**config.mk**
```make
export PLATFORM = sky130hd
export DESIGN_NAME = bkpt_match_unit
export DESIGN_NICKNAME = d
export VERILOG_FILES = /design/src/rtl/bkpt_pkg.sv /design/src/rtl/bkpt_slot.sv /design/src/rtl/bkpt_status.sv /design/src/rtl/bkpt_match_unit.sv
export SDC_FILE = /design/constraint.sdc
export NUM_CORES = 1
export LEC_CHECK = 0
export BUFFER_PORTS_ARGS = -buffer_cell sky130_fd_sc_hd__buf_2
export CAP_MARGIN = 25
export CORE_AREA = 2 2 145 147
export CTS_BUF_LIST = sky130_fd_sc_hd__clkbuf_4
export DETAILED_ROUTE_END_ITERATION = 12
export DIE_AREA = 0 0 147 149
export PLACE_DENSITY_LB_ADDON = 0.12
export SYNTH_ARGS = -nofsm -noshare
export SYNTH_HDL_FRONTEND = slang
export SYNTH_SLANG_ARGS = --single-unit
```
**constraint.sdc**
```tcl
create_clock -name clk -period 2.9 [get_ports clk]
set_input_delay 0.145 -clock clk [delete_from_list [all_inputs] [get_ports clk]]
set_output_delay 0.145 -clock clk [all_outputs]
set_load 0.01 [all_outputs]
```
**src/rtl/bkpt_pkg.sv**
```systemverilog
package bkpt_pkg;

  typedef enum logic [1:0] {
    KIND_FETCH = 2'b00,
    KIND_READ  = 2'b01,
    KIND_WRITE = 2'b10,
    KIND_IO    = 2'b11
  } acc_kind_e;

  localparam logic [2:0] SEL_STATUS = 3'd4;
  localparam logic [2:0] SEL_CTRL   = 3'd5;

  // Field positions inside the control word
  localparam int CTRL_TYPE_LSB = 16;
  localparam int CTRL_LEN_LSB  = 18;
  localparam int CTRL_STRIDE   = 4;

  // Byte lanes of one 4-byte word covered by a span starting at offset
  // off with size/length code; code 10 covers nothing.
  function automatic logic [3:0] lane_mask(input logic [1:0] off,
                                           input logic [1:0] code);
    logic [3:0] m;
    case (code)
      2'b00:   m = 4'b0001 << off;
      2'b01:   m = off[1] ? 4'b1100 : 4'b0011;
      2'b11:   m = 4'b1111;
      default: m = 4'b0000;
    endcase
    return m;
  endfunction

endpackage

```
**src/rtl/bkpt_slot.sv**
```systemverilog
module bkpt_slot
  import bkpt_pkg::*;
#(
  parameter int ADDR_W = 32
) (
  input  logic [ADDR_W-1:0] base,
  input  logic              en,
  input  logic [1:0]        type_code,
  input  logic [1:0]        len_code,
  input  logic              de_en,
  input  logic [ADDR_W-1:0] acc_addr,
  input  logic [1:0]        acc_kind,
  input  logic [1:0]        acc_size,
  output logic              match
);

  logic       word_eq;
  logic       kind_ok;
  logic [3:0] region_lanes;
  logic [3:0] access_lanes;

  assign word_eq      = (base[ADDR_W-1:2] == acc_addr[ADDR_W-1:2]);
  assign region_lanes = lane_mask(base[1:0], len_code);
  assign access_lanes = lane_mask(acc_addr[1:0], acc_size);

  always_comb begin
    case (type_code)
      2'b00:   kind_ok = (acc_kind == KIND_FETCH);
      2'b01:   kind_ok = (acc_kind == KIND_WRITE);
      2'b11:   kind_ok = (acc_kind == KIND_READ) || (acc_kind == KIND_WRITE);
      default: kind_ok = de_en && (acc_kind == KIND_IO);
    endcase
  end

  assign match = en && kind_ok && word_eq && |(region_lanes & access_lanes);

endmodule

```
**src/rtl/bkpt_status.sv**
```systemverilog
module bkpt_status #(
  parameter int NUM_BP = 4
) (
  input  logic              clk,
  input  logic              rst_n,
  input  logic              wr_en,
  input  logic [NUM_BP-1:0] wr_bits,
  input  logic [2:0]        wr_flags,
  input  logic              hit_valid,
  input  logic [NUM_BP-1:0] hit_set,
  output logic [31:0]       word
);

  logic [NUM_BP-1:0] bits_q;
  logic [2:0]        flags_q;
  logic [NUM_BP-1:0] hit_new;

  assign hit_new = hit_valid ? hit_set : '0;

  always_ff @(posedge clk) begin
    if (!rst_n) begin
      bits_q  <= '0;
      flags_q <= '0;
    end else if (wr_en) begin
      bits_q  <= wr_bits | hit_new;
      flags_q <= wr_flags;
    end else begin
      bits_q  <= bits_q | hit_new;
    end
  end

  always_comb begin
    word               = {16'hFFFF, 16'h0000};
    word[15:13]        = flags_q;
    word[NUM_BP-1:0]   = bits_q;
  end

  // Hit bits never drop without a status write
  assert_sticky_bits_R9: assert property (@(posedge clk) disable iff (!rst_n)
    !wr_en |=> ((bits_q & $past(bits_q)) == $past(bits_q)));

  // A status write merges with the hits landing on the same edge
  assert_write_merge_R10: assert property (@(posedge clk) disable iff (!rst_n)
    wr_en |=> (bits_q == ($past(wr_bits) | $past(hit_new))));

endmodule

```
**src/rtl/bkpt_match_unit.sv**
```systemverilog
module bkpt_match_unit
  import bkpt_pkg::*;
#(
  parameter int ADDR_W = 32,  // 3 to 32
  parameter int NUM_BP = 4    // 1 to 4, limited by the control word layout
) (
  input  logic              clk,
  input  logic              rst_n,
  input  logic              reg_we,
  input  logic [2:0]        reg_sel,
  input  logic [31:0]       reg_wdata,
  output logic [31:0]       reg_rdata,
  input  logic              de_en,
  input  logic              acc_valid,
  output logic              acc_ready,
  input  logic [ADDR_W-1:0] acc_addr,
  input  logic [1:0]        acc_kind,
  input  logic [1:0]        acc_size,
  output logic              bp_hit
);

  localparam int SEL_W = 3;

  logic [NUM_BP-1:0][ADDR_W-1:0] base_q;
  logic [31:0]                   ctrl_q;
  logic [NUM_BP-1:0]             slot_match;
  logic [NUM_BP-1:0]             slot_en;
  logic [31:0]                   status_word;
  logic                          acc_fire;
  logic                          hit_q;

  assign acc_ready = 1'b1;
  assign acc_fire  = acc_valid && acc_ready;

  // Control word
  always_ff @(posedge clk) begin
    if (!rst_n)                           ctrl_q <= '0;
    else if (reg_we && reg_sel == SEL_CTRL) ctrl_q <= reg_wdata;
  end

  // Per-breakpoint address register and comparator
  for (genvar i = 0; i < NUM_BP; i++) begin : g_slot
    localparam logic [SEL_W-1:0] MY_SEL = SEL_W'(i);
    localparam int TYPE_LSB = CTRL_TYPE_LSB + CTRL_STRIDE * i;
    localparam int LEN_LSB  = CTRL_LEN_LSB + CTRL_STRIDE * i;

    always_ff @(posedge clk) begin
      if (!rst_n)                           base_q[i] <= '0;
      else if (reg_we && reg_sel == MY_SEL) base_q[i] <= reg_wdata[ADDR_W-1:0];
    end

    assign slot_en[i] = ctrl_q[2*i] | ctrl_q[2*i+1];

    bkpt_slot #(.ADDR_W(ADDR_W)) u_slot (
      .base      (base_q[i]),
      .en        (slot_en[i]),
      .type_code (ctrl_q[TYPE_LSB +: 2]),
      .len_code  (ctrl_q[LEN_LSB +: 2]),
      .de_en     (de_en),
      .acc_addr  (acc_addr),
      .acc_kind  (acc_kind),
      .acc_size  (acc_size),
      .match     (slot_match[i])
    );

    // Length code 10 never produces a match
    assert_len_undef_R5: assert property (@(posedge clk) disable iff (!rst_n)
      slot_match[i] |-> (ctrl_q[LEN_LSB +: 2] != 2'b10));

    // Only enabled breakpoints match
    assert_enable_R3: assert property (@(posedge clk) disable iff (!rst_n)
      slot_match[i] |-> (ctrl_q[2*i] || ctrl_q[2*i+1]));

    // Fetch-type breakpoints match fetches only
    assert_fetch_only_R6: assert property (@(posedge clk) disable iff (!rst_n)
      (slot_match[i] && ctrl_q[TYPE_LSB +: 2] == 2'b00) |-> (acc_kind == 2'b00));
  end

  // Status word
  bkpt_status #(.NUM_BP(NUM_BP)) u_status (
    .clk       (clk),
    .rst_n     (rst_n),
    .wr_en     (reg_we && reg_sel == SEL_STATUS),
    .wr_bits   (reg_wdata[NUM_BP-1:0]),
    .wr_flags  (reg_wdata[15:13]),
    .hit_valid (acc_fire),
    .hit_set   (slot_match),
    .word      (status_word)
  );

  // Hit pulse: one per accepted access
  always_ff @(posedge clk) begin
    if (!rst_n) hit_q <= 1'b0;
    else        hit_q <= acc_fire && (|slot_match);
  end
  assign bp_hit = hit_q;

  // Register read mux
  always_comb begin
    reg_rdata = '0;
    if (reg_sel == SEL_STATUS)    reg_rdata = status_word;
    else if (reg_sel == SEL_CTRL) reg_rdata = ctrl_q;
    for (int k = 0; k < NUM_BP; k++) begin
      if (reg_sel == SEL_W'(k)) reg_rdata[ADDR_W-1:0] = base_q[k];
    end
  end

  // Offered accesses are aligned and carry a legal size (input rule)
  assert_acc_legal_R12: assert property (@(posedge clk) disable iff (!rst_n)
    acc_valid |-> (acc_size != 2'b10) &&
                  !(acc_size == 2'b01 && acc_addr[0]) &&
                  !(acc_size == 2'b11 && acc_addr[1:0] != 2'b00));

  // A pulse is only ever the answer to an accepted access
  assert_hit_follows_access_R8: assert property (@(posedge clk) disable iff (!rst_n)
    bp_hit |-> $past(acc_fire));

  // The pulse and a status hit bit appear together
  assert_status_on_hit_R9: assert property (@(posedge clk) disable iff (!rst_n)
    bp_hit |-> (status_word[NUM_BP-1:0] != '0));

endmodule

```
* Yosys cells after proc, flatten, opt, wreduce, memory -nomap -nowiden
Index checks and enable logic that the tools add are counted.
** Word-level totals
- Memories :: 0
- Register bits after elaboration :: 168
- Memory bits (writable) :: 0
- Memory bits (read-only) :: 0
- Input bits :: 76
- Word-level logic and storage cells :: 112
- Bits in latches :: 0
** Operators by class
- Div/mod/pow operators :: 0
- $add $sub $neg :: 0
- Muxes and demuxes :: 22
- Reductions and logical operators :: 37
- Equal/unequal tests :: 30
- $lt $le $gt $ge :: 0
- Bitwise gates (word level) :: 10
- Shift operators :: 5
- Multipliers :: 0
** Operators by type and width (count)
- $mux 32 :: 6
- $eq 30x30->1 :: 4
- $pmux 4 s3 :: 5
- $mux 4 :: 7
- $eq 2x2->1 const B :: 11
- $eq 2x1->1 const B :: 10
- $logic_and 1x1->1 :: 20
- $logic_not 2->1 :: 10
- $reduce_or 4->1 :: 5
- $shl 1x2->4 const A :: 5
- $and 4x4->4 :: 4
- $pmux 1 s3 :: 4
- $or 4x4->4 :: 2
- $eq 3x2->1 const B :: 2
- $eq 3x3->1 const B :: 2
- $or 1x1->1 :: 4
- $eq 3x1->1 const B :: 1
- $logic_not 3->1 :: 1
- $logic_or 1x1->1 :: 1

* Depth between registers and ports, before layout
Gate-level depths: netlist of run 1.
- Depth in word-level cells :: 9
- Depth in mapped cells :: 8
- Mapped depth without buffers :: 6

* Modules after synthesis
Synthesis of run 1 repeated with hierarchy kept, for this count alone.
** Unflattened totals
- Cell total of the unflattened synthesis :: 1048
- Area, all modules :: 9291.4 um^2
** Modules (own cells, without submodules)
- bkpt_match_unit :: seq. area each 3223.1 um^2, times used 1, area an instance 6969.2 um^2, cells an instance 767
- bkpt_slot :: seq. area each 0.0 um^2, times used 4, area an instance 460.4 um^2, cells an instance 57
- bkpt_status :: seq. area each 140.1 um^2, times used 1, area an instance 480.5 um^2, cells an instance 53

* Least setup slack after synthesis of run 1
Ideal clock, no wire load.
- Kind :: input -> register
- Start point :: in acc_kind[0]
- End point :: reg hit_q (netlist: bp_hit)
- Slack :: 1.272 ns
- Arrival :: 1.503 ns
- Stages :: 6
- Data required time :: 2.775 ns
- Cells stage by stage :: inv_1 ha_1 mux4_2 o2111ai_1 nor3_1 o41a_1
** On the way
- Longest elaborated chain between the ends :: 8
** RTL lines
- from (decl) :: line bkpt_match_unit.sv:17 : input logic [1:0] acc_kind,
- $eq 2x2->1 (tied with other cells) :: line bkpt_slot.sv:31 : default: kind_ok = de_en && (acc_kind == KIND_IO);
- $logic_and 1x1->1 or $logic_or 1x1->1 (tied branches) :: line bkpt_slot.sv:31, bkpt_slot.sv:30
- $pmux 1 s3 :: line bkpt_slot.sv:27 : case (type_code)
- $logic_and 1x1->1 (3 in a row) :: line bkpt_slot.sv:35 : assign match = en && kind_ok && word_eq && |(region_lanes & access_lanes);
- $reduce_or 4->1 * :: line bkpt_match_unit.sv:94 : else hit_q <= acc_fire && (|slot_match);
- $logic_and 1x1->1 * :: line bkpt_match_unit.sv:94
- to (signal assigned) :: line bkpt_match_unit.sv:94
- to (decl) :: line bkpt_match_unit.sv:30 : logic hit_q;
Every way passes the cells marked *; elsewhere a longest branch is shown, timed or not.
A chain may end at the register's enable or synchronous reset.

* Final worst setup path of run 1
- Start point :: in reg_sel[0]
- End point :: out reg_rdata[13]
** On the way
- Longest elaborated chain between the ends :: 7
** RTL lines
- from (decl) :: line bkpt_match_unit.sv:10 : input logic [2:0] reg_sel,
- $eq 3x3->1 :: line bkpt_match_unit.sv:102 : else if (reg_sel == SEL_CTRL) reg_rdata = ctrl_q;
- $mux 32 :: line bkpt_match_unit.sv:102
- $mux 32 :: line bkpt_match_unit.sv:101 : if (reg_sel == SEL_STATUS) reg_rdata = status_word;
- $mux 32 (3 in a row) :: line bkpt_match_unit.sv:104 : if (reg_sel == SEL_W'(k)) reg_rdata[ADDR_W-1:0] = base_q[k];
- $mux 32 * :: line bkpt_match_unit.sv:104
- to (decl) :: line bkpt_match_unit.sv:12 : output logic [31:0] reg_rdata,
Marks and branches as above.

==> flow_summary_export.csv, run 1 <==
group,metric,value,unit
run_status,status,"complete, no violations",
critical_path,crit_path_max_fanout,45,
placement,dp_cells,1488,
timing,period_share,72.8,%
logic_synthesis,syn_area,9270,um^2
clock_network,clock_latency,610,ps
drt,drt_iter0_markers,784,
critical_path,setup.worst_path.start_class,"primary input",
clock_network,ctsLongestPathBuffers,2,
clock_network,clockRootBuffer,"clkbuf_4",
logic_synthesis,syn_inst,1158,
drt,wire_per_inst,21.2,um
critical_path,timing.critical_path.buf_inv,3,
timing,relSlewSlack,49.3,%
logic_synthesis,ys_seq_area_share,36.3,%
layout,fin_nets,1344,
timing,drv_slew,0,
layout,multi_input_area,5530,um^2
power_and_ir_drop,seqPwrFrac,51.7,%
floorplanning,core_area,20600,um^2
critical_path,crit_top_cell,"buf_4",
power_and_ir_drop,switching_share,31.6,%
drt,antenna_left,0,
logic_synthesis,synth.distinct_cells,40,
global_routing,grt.overflow.total,0,
placement,post-place-ws,795,ps
drt,via_per_inst,5.57,
clock_network,htreeDepth,4,
logic_synthesis,synth.net_count,1237,
power_and_ir_drop,power.total,4.65,mW
critical_path,endpoint_kind,"output port",
layout,drive_above_1_share,14.4,%
clock_network,tritoncts,"done",
critical_path,crit_family,"buffers and inverters",
global_routing,grt_pass1_vias,8046,
floorplanning,core.rowCount,53,
critical_path,path_cells,"buf_4, buf_4, mux2_2, a22oi_1, o22ai_1, buf_2",
timing,hold_viol_final,0,
placement,dp_hpwl,23400,um
logic_synthesis,synth-edff-count,0,
clock_network,clock_sinks,168,
clock_network,numCtsBuffers,17,
layout,fillCellCount,2068,
timing,fin_ws,788,ps
placement,gp_congestion,0.926,
power_and_ir_drop,internal-power,3.18,mW
power_and_ir_drop,p_sw,1.47,mW
power_and_ir_drop,power_frac_comb,15.8,%
layout,final_cells,1554,
global_routing,grt_usage,30.2,%
global_routing,grt_antenna_before_repair,1,
timing,fin_crit,2110,ps
timing,skew,23.5,ps
layout,fin_area,10600,um^2
drt,drtPass1Iterations,7,
placement,place_area,10000,um^2
logic_synthesis,yosys_warnings,0,
timing,tightest_slew,761,ps
power_and_ir_drop,p_leak,4.22,nW
drt,dr_total_vias,8653,
power_and_ir_drop,clockPowerShare,32.5,%
layout,layout.area.seq,3360,um^2
timing,rsz0062_at_grt,"no",
critical_path,path_class,"in2out",
logic_synthesis,synthArstFlopShare,0,%
critical_path,cp.arrival,1970,ps
floorplanning,initial_core_util,45.1,%
critical_path,r2r_setup_slack,990,ps
critical_path,cp_slowest_cell,"buf_4",
logic_synthesis,synthFlopType,"dfxtp_1",
global_routing,grt_first_pass_wirelength,49500,um
drt,drc,0,
floorplanning,die_h,149,um
layout,area_delta_synth_final,14.9,%
logic_synthesis,syn_area_per_cell,8.00,um^2
flow_run,cap_violations,0,
timing,fmax,0.474,GHz
power_and_ir_drop,powerDensity,436,nW/um^2
critical_path,cp_slowest_stage_delay,560,ps
hold_path,hold_path_class,"in2reg",
timing,setup_viol,0,
clock_network,post_cts_resized,0,
clock_network,clk_pin_slew,170,ps
power_and_ir_drop,ir_drop,0.322,mV
drt,finalWirelength,33000,um
placement,numPortBuffers,108,
floorplanning,dieArea,21900,um^2
global_routing,grt_max_degree,80,
floorplanning,die_w,147,um
floorplanning,ios,110,
critical_path,worstPathRequired,2760,ps
timing,final.setup.tns,0,ps
logic_synthesis,synth_seq_cells,168,
==> layout by cell type (no fill, tap or decap), types with 3 or more instances in the layout <==
| cell type | netlist | layout |
|---|---|---|
| buf_2 | 34 | 106 |
| a21boi_1 | 82 | 82 |
| clkinvlp_4 | 0 | 3 |
| dfxtp_1 | 168 | 168 |
| nor2b_1 | 21 | 21 |
| nor2_1 | 47 | 46 |
| o311a_1 | 4 | 4 |
| xor2_1 | 116 | 116 |
| o22ai_1 | 16 | 16 |
| xnor2_1 | 12 | 12 |
| a21boi_0 | 78 | 78 |
| mux2i_1 | 27 | 27 |
| a21oi_1 | 46 | 46 |
| nor3_1 | 28 | 28 |
| mux4_2 | 9 | 9 |
| dlygate4sd3_1 | 0 | 33 |
| mux2_2 | 4 | 4 |
| ha_1 | 3 | 3 |
| buf_4 | 3 | 25 |
| inv_6 | 0 | 5 |
| mux2_1 | 4 | 4 |
| o2111ai_1 | 4 | 4 |
| nand4_1 | 4 | 4 |
| and2_1 | 4 | 4 |
| nand2_1 | 326 | 326 |
| nor4_1 | 28 | 28 |
| inv_1 | 10 | 10 |
| o21a_1 | 4 | 4 |
| nand3_1 | 5 | 5 |
| a22oi_1 | 4 | 4 |
| a211oi_1 | 16 | 16 |
| clkinv_4 | 0 | 3 |
| clkbuf_4 | 0 | 18 |
==> power by group through the flow <==
stage / sequential [mW] / combinational, mW / clock, mW
after floorplan: 2.44 / 0.378 / 0
after global placement: 2.45 / 0.690 / 0
after detailed placement: 2.45 / 0.688 / 0
after CTS: 2.40 / 0.725 / 1.52
after global routing: 2.41 / 0.782 / 1.61
final: 2.40 / 0.734 / 1.51
==> Yosys cell counts (all sizes together), types with 5 or more instances <==
master | number | area [um^2]
a211oi | 16 | 120
a21boi | 160 | 1200
a21oi | 46 | 230
and2 | 5 | 33.8
buf | 42 | 211
clkbuf | 35 | 131
dfxtp | 168 | 3360
inv | 11 | 41.3
mux2 | 8 | 90.1
mux2i | 27 | 270
mux4 | 9 | 203
nand2 | 326 | 1220
nand3 | 5 | 25.0
nor2 | 48 | 183
nor2b | 21 | 131
nor3 | 29 | 150
nor4 | 28 | 175
o22ai | 16 | 100
xnor2 | 12 | 105
xor2 | 116 | 1020
==> metrics by stage <==
stage	util (%)	hold WS (ps)
after floorplan	-	280
after global placement	48.7	434
after detailed placement	48.7	439
after CTS	51.8	115
after global routing	51.8	127
final	51.8	121
==> sequential cells by signal, indices dropped and copies added, names as in the netlist <==
name              count
base_q              128
ctrl_q               32
u_status.bits_q       4
u_status.flags_q      3
bp_hit                1
==> cell families (layout without fill, tap and decap cells) <==
group | after synthesis | count (layout) | share of synthesized area (%)
simple gates | 471 | 471 | 21.6
compound gates | 255 | 255 | 19.4
flops | 168 | 168 | 36.3
xor+xnor | 128 | 128 | 12.1
buf+inv | 88 | 208 | 4.14
mux | 44 | 44 | 6.07
fa+ha+maj | 3 | 3 | 0.405
other cells | 1 | 2 | 0.0405
==> worst reg2reg max path, stage by stage, from the launching register on <==
cell     delay, ps
dfxtp_1        360
xor2_1         210
nor4_1         600
nand4_1        220
nor4_1         330
o21a_1         150
==> layer usage <==
metal	vias up	GRT usage [%]	share of wire, %
met4	0	9.09	2.5
met3	56	5.54	8.1
met5	-	0	0
li1	4120	-	-
met2	391	48.7	46
met1	4086	41.5	43
==> cell type report <==
class                           instances  share of cell area, %
Multi-Input combinational cell        902                   51.9
Timing Repair Buffer                  165                   10.0
Inverter                               11                  0.388
Clock buffer                           18                   1.27
Antenna cell                            1                 0.0235
Clock inverter                         14                   1.54
Tap cell                              275                   3.23
Sequential cell                       168                   31.6
==> repair_timing <==
action                    4_1_cts  5_1_grt
hold buffers                   33        0
hold endpoints to repair      168        0
setup buffers                   0        0
==> path summary, 6_finish.rpt <==
path / from / endpoint / cells past startpoint
hold reg to reg: ctrl_q[15] / ctrl_q[15] / 2
hold / removal: rst_n / ctrl_q[15] / 2
setup / recovery: reg_sel[0] / reg_rdata[13] / 6
setup reg to reg: base_q[67] / u_status.bits_q[2] / 5
No activity file was read; power rests on OpenSTA's default activity.
==> run 2: changes to the inputs <==
==> constraint.sdc (replaced) <==
create_clock -name clk -period 2.2 [get_ports clk]
set_input_delay 0.11 -clock clk [delete_from_list [all_inputs] [get_ports clk]]
set_output_delay 0.11 -clock clk [all_outputs]
set_load 0.01 [all_outputs]
==> flow_summary_export.csv, run 2 (same netlist as run 1, synthesis figures left out) <==
group,metric,value,unit
placement,gp_congestion,0.954,
floorplanning,ios,110,
floorplanning,die_w,147,um
layout,top_register,"base_q",
timing,fmax,0.493,GHz
critical_path,cp.arrival,1920,ps
power_and_ir_drop,ir_drop,0.294,mV
timing,skew,21.2,ps
critical_path,setup.worst_path.start_class,"flop",
clock_network,clock_sinks,168,
drt,drc,0,
clock_network,holdBufCountCts,34,
placement,numPortBuffers,108,
layout,final_common_cell,"nand2_1",
clock_network,htreeDepth,4,
critical_path,path_class,"reg2out",
power_and_ir_drop,p_leak,4.30,nW
clock_network,cts_setup_buffers,0,
flow_run,cap_violations,0,
floorplanning,core.rowCount,53,
global_routing,grt_first_pass_wirelength,51400,um
layout,fin_nets,1361,
layout,layout.area.seq,3360,um^2
layout,final_cells,1570,
drt,dr_total_vias,8740,
drt,finalWirelength,33400,um
global_routing,gr-usage-met3,5.84,%
critical_path,crit_path_max_fanout,3,
timing,tightest_slew,536,ps
critical_path,worstPathRequired,2090,ps
timing,fin_crit,2030,ps
clock_network,numCtsBuffers,17,
global_routing,grt_antenna_before_repair,1,
critical_path,path_cells,"nor2b_1, a211oi_1, nor3_1, a21oi_1, a21oi_1, buf_2",
timing,hold_viol_final,0,
hold_path,hold_path_class,"in2reg",
timing,relSlewSlack,63.9,%
layout,final_cell_mix,"326 x nand2_1, 168 x dfxtp_1, 116 x xor2_1",
timing,drv_slew,0,
clock_network,clk_pin_slew,150,ps
drt,wire_per_inst,21.3,um
layout,drive_above_1_share,15.2,%
global_routing,grt_pass1_vias,8328,
clock_network,post_cts_resized,0,
timing,final.setup.tns,0,ps
layout,multi_input_area,5530,um^2
timing,whs,14.6,ps
global_routing,gr-max-usage-layer,"met2",
floorplanning,dieArea,21900,um^2
placement,dp_cells,1504,
critical_path,cp_slowest_cell,"dfxtp_1",
drt,drtPass1Iterations,5,
clock_network,tritoncts,"done",
floorplanning,core_area,20600,um^2
global_routing,grt_usage,31.0,%
layout,fillCellCount,2046,
global_routing,met1_usage,41.9,%
timing,period_share,92.2,%
layout,fin_area,10700,um^2
placement,dp_hpwl,24400,um
critical_path,crit_top_cell,"a21oi_1",
layout,finalCoreUtilization,52.2,%
power_and_ir_drop,powerDensity,549,nW/um^2
layout,reg_top3,"base_q (128), ctrl_q (32), u_status.bits_q (4)",
global_routing,grt_max_degree,44,
clock_network,clockRootBuffer,"clkbuf_4",
drt,via_per_inst,5.57,
critical_path,r2r_setup_slack,340,ps
timing,rsz0062_at_grt,"no",
global_routing,met2_usage,50.0,%
drt,antenna_left,0,
run_status,status,"complete, no violations",
global_routing,grt.overflow.total,0,
layout,area_delta_synth_final,15.8,%
floorplanning,initial_core_util,45.1,%
timing,setup_viol,0,
placement,place_area,10100,um^2
floorplanning,die_h,149,um
drt,drt_iter0_markers,721,
clock_network,ctsLongestPathBuffers,2,
critical_path,cp_slowest_stage_delay,420,ps
clock_network,clock_latency,610,ps
layout,largest_reg_flops,128,
critical_path,endpoint_kind,"output port",
## run 2: cell types whose count changed in the layout (fill, tap and decap cells not counted)
cell and delta:
clkbuf_4 +4, inv_8 -1, dlygate4sd3_1 +1, inv_6 -5
clkinvlp_4 -3, buf_4 +15, bufinv_16 -1, clkinv_2 +3
buf_12 +1, clkinv_1 +2
## run 2: stage by stage
step	setup WS (ps)	power [mW]
global placement	378	4.17
floorplan	607	3.71
detailed placement	360	4.16
finish	172	5.89
CTS	177	5.89
global route	106	6.10
## run 2: critical path, delay by kind of cell, from the launching register on
kind | cells | cell delay, ps
simple gates | 2 | 380
flops | 1 | 420
buf+inv | 1 | 180
compound gates | 3 | 350
## run 2: routing by layer
layer | part of all wire, % | vias to the layer above | routed length, um
met1 | 44 | 4165 | 14800
met4 | 3.0 | 0 | 1020
li1 | - | 4155 | -
met3 | 7.1 | 61 | 2360
met2 | 45 | 359 | 15200
met5 | 0 | - | 0
## run 2: cell type report
cell class | count | area share, %
well taps | 275 | 3.20
multi-input cells | 902 | 51.5
diodes | 1 | 0.0233
clock inverters | 9 | 0.734
repair buffers | 182 | 11.3
flip-flops and latches | 168 | 31.3
inverters | 11 | 0.385
clock buffers | 22 | 1.54
## run 2: report_power, final
group	switching (mW)	internal (mW)
clock	1.12	0.609
combinational	0.613	0.381
sequential	0.0612	3.11
total	1.79	4.10
## run 2: path summary, 6_finish.rpt
| kind | start | to | cells past startpoint |
|---|---|---|---|
| setup / recovery | base_q[25] | reg_rdata[25] | 6 |
| hold / removal | reg_we | base_q[10] | 5 |
| setup reg to reg | base_q[46] | u_status.bits_q[1] | 5 |
| hold reg to reg | ctrl_q[15] | ctrl_q[15] | 2 |
==> run 3: changes to the inputs <==
--- a/config.mk
+++ b/config.mk
@@ -7,10 +7,10 @@
 export LEC_CHECK = 0
 export BUFFER_PORTS_ARGS = -buffer_cell sky130_fd_sc_hd__buf_2
 export CAP_MARGIN = 25
-export CORE_AREA = 2 2 145 147
+export CORE_AREA = 2 2 133 161
 export CTS_BUF_LIST = sky130_fd_sc_hd__clkbuf_4
 export DETAILED_ROUTE_END_ITERATION = 12
-export DIE_AREA = 0 0 147 149
+export DIE_AREA = 0 0 135 163
 export PLACE_DENSITY_LB_ADDON = 0.12
 export SYNTH_ARGS = -nofsm -noshare
 export SYNTH_HDL_FRONTEND = slang
==> constraint.sdc (replaced) <==
create_clock -name clk -period 1.85 [get_ports clk]
set_input_delay 0.0925 -clock clk [delete_from_list [all_inputs] [get_ports clk]]
set_output_delay 0.0925 -clock clk [all_outputs]
set_load 0.01 [all_outputs]
==> flow_summary_export.csv, run 3 (same netlist as run 1, synthesis figures left out) <==
group,metric,value,unit
layout,final_cell_mix,"326 x nand2_1, 129 x dfxtp_1, 116 x xor2_1",
global_routing,grt_antenna_before_repair,1,
critical_path,cp.arrival,1740,ps
floorplanning,core_area,20600,um^2
global_routing,grt_max_degree,68,
timing,rsz0062_at_grt,"yes",
placement,place_area,10300,um^2
critical_path,crit_top_cell,"a21oi_1",
critical_path,path_cells,"nor2b_2, a211oi_2, nor3_2, a21oi_1, a21oi_1, buf_2",
hold_path,hp-start,"reg_sel[0]",
critical_path,timing.rr.start,"base_q[100]",
drt,finalWirelength,34500,um
placement,dp_hpwl,24800,um
clock_network,clockRootBuffer,"clkbuf_4",
floorplanning,ios,110,
critical_path,timing.critical_path.buf_inv,1,
hold_path,hold_path_class,"in2reg",
critical_path,cp_slowest_stage_delay,350,ps
layout,multi_input_area,5650,um^2
global_routing,grt.overflow.total,0,
critical_path,endpoint_kind,"output port",
timing,drv_slew,0,
critical_path,setup.worst_path.start_class,"flop",
critical_path,crit_start,"base_q[21]",
critical_path,crit_path_max_fanout,3,
clock_network,htreeDepth,4,
timing,hold_viol_final,0,
clock_network,clock_latency,590,ps
floorplanning,core.rowCount,58,
timing,period_share,98.9,%
critical_path,worstPathRequired,1760,ps
drt,wire_per_inst,21.6,um
power_and_ir_drop,ir_drop,0.376,mV
clock_network,clock_sinks,168,
floorplanning,die_w,135,um
layout,layout.area.seq,3410,um^2
global_routing,grt_pass1_vias,8424,
clock_network,numCtsBuffers,17,
drt,antenna_left,0,
global_routing,grt_usage,31.6,%
drt,via_per_inst,5.52,
critical_path,crit_family,"compound AO/OA/AOI/OAI gates",
timing,fmax,0.547,GHz
floorplanning,die_h,163,um
layout,finalCoreUtilization,54.5,%
floorplanning,dieArea,22000,um^2
layout,top_register,"base_q",
hold_path,whs_path_depth,4,
layout,area_delta_synth_final,21.1,%
critical_path,path_class,"reg2out",
critical_path,r2r-end,"u_status.bits_q[3]",
flow_run,cap_violations,0,
timing,fin_ws,20.7,ps
layout,largest_reg_flops,128,
floorplanning,initial_core_util,45.0,%
placement,numPortBuffers,108,
layout,final_common_cell,"nand2_1",
timing,setup_viol,0,
drt,drtPass1Iterations,5,
clock_network,tritoncts,"done",
drt,dr_total_vias,8819,
clock_network,ctsLongestPathBuffers,2,
critical_path,cp_slowest_cell,"dfxtp_2",
critical_path,r2r_setup_slack,60,ps
timing,skew,25.5,ps
placement,post-place-ws,12.4,ps
layout,drive_above_1_share,22.3,%
drt,drc,0,
global_routing,grt_first_pass_wirelength,51900,um
critical_path,reg2reg_depth,5,
layout,reg_top3,"base_q (128), ctrl_q (32), u_status.bits_q (4)",
clock_network,clk_pin_slew,140,ps
power_and_ir_drop,p_leak,4.51,nW
drt,drt_iter0_markers,741,
hold_path,worstHoldEndpoint,"u_status.bits_q[3]",
placement,gp_congestion,0.980,
run_status,status,"complete, no violations",
power_and_ir_drop,powerDensity,650,nW/um^2
timing,fin_crit,1830,ps
layout,fillCellCount,2001,
layout,fin_area,11200,um^2
layout,fin_nets,1391,
[run 3: repair_timing]
item | 4_1_cts | 5_1_grt
hold buffers | 34 | 0
resized for setup | 22 | 44
setup buffers | 8 | 14
pin swaps | 28 | 22
setup endpoints to repair | 17 | 24
endpoints found under the hold margin | 168 | 0
[run 3: final cells by class]
type / instances / share of cell area (%)
Antenna cell: 3 / 0.0669
Clock inverter: 13 / 1.30
Clock buffer: 19 / 1.27
Sequential cell: 168 / 30.4
Timing Repair Buffer: 212 / 13.2
Tap cell: 270 / 3.01
Multi-Input combinational cell: 902 / 50.4
Inverter: 11 / 0.368
[run 3: how the worst max path moves through the flow]
stage	to	slack, ps	cells after the start
2_1_floorplan	bp_hit	270	6
3_3_place_gp	bp_hit	10	7
3_5_place_dp	bp_hit	10	7
4_1_cts	reg_rdata[22]	-1	6
5_1_grt	reg_rdata[21]	-130	6
6_report	reg_rdata[21]	20	6
[run 3: report_power, final]
group,total [mW],switching [mW],internal [mW]
Clock,2.27,1.42,0.844
Sequential,3.77,0.0685,3.70
Combinational,1.26,0.765,0.495
[run 3: worst register-to-register path, delay by kind of cell (launching register included)]
| kind | cells | cell delay [ps] |
|---|---|---|
| AND/OR/NAND/NOR | 3 | 1010 |
| flip-flops | 1 | 370 |
| XOR/XNOR | 1 | 230 |
| AO/OA/AOI/OAI | 1 | 140 |
[run 3: metrics by stage]
| step | TNS [ps] | hold slack, ps | std cells | total power [mW] |
|---|---|---|---|---|
| after floorplan | 0 | 227 | 1158 | 4.42 |
| after global placement | 0 | 381 | 1511 | 5.00 |
| after detailed placement | 0 | 386 | 1511 | 5.00 |
| after CTS | -1.35 | 82.2 | 1583 | 7.29 |
| after global routing | -1250 | 81.3 | 1598 | 7.56 |
| final | 0 | 119 | 1598 | 7.29 |
[run 3: routing by layer]
metal  share of wire (%)  vias up  global-route usage, %  wire [um]
li1                    -     4204                      -          -
met1                  43     4275                   41.3      14800
met2                  49      292                   53.8      16900
met3                 5.6       48                   4.92       1920
met4                 2.5        0                   9.19        860
met5                   0        -                      0          0
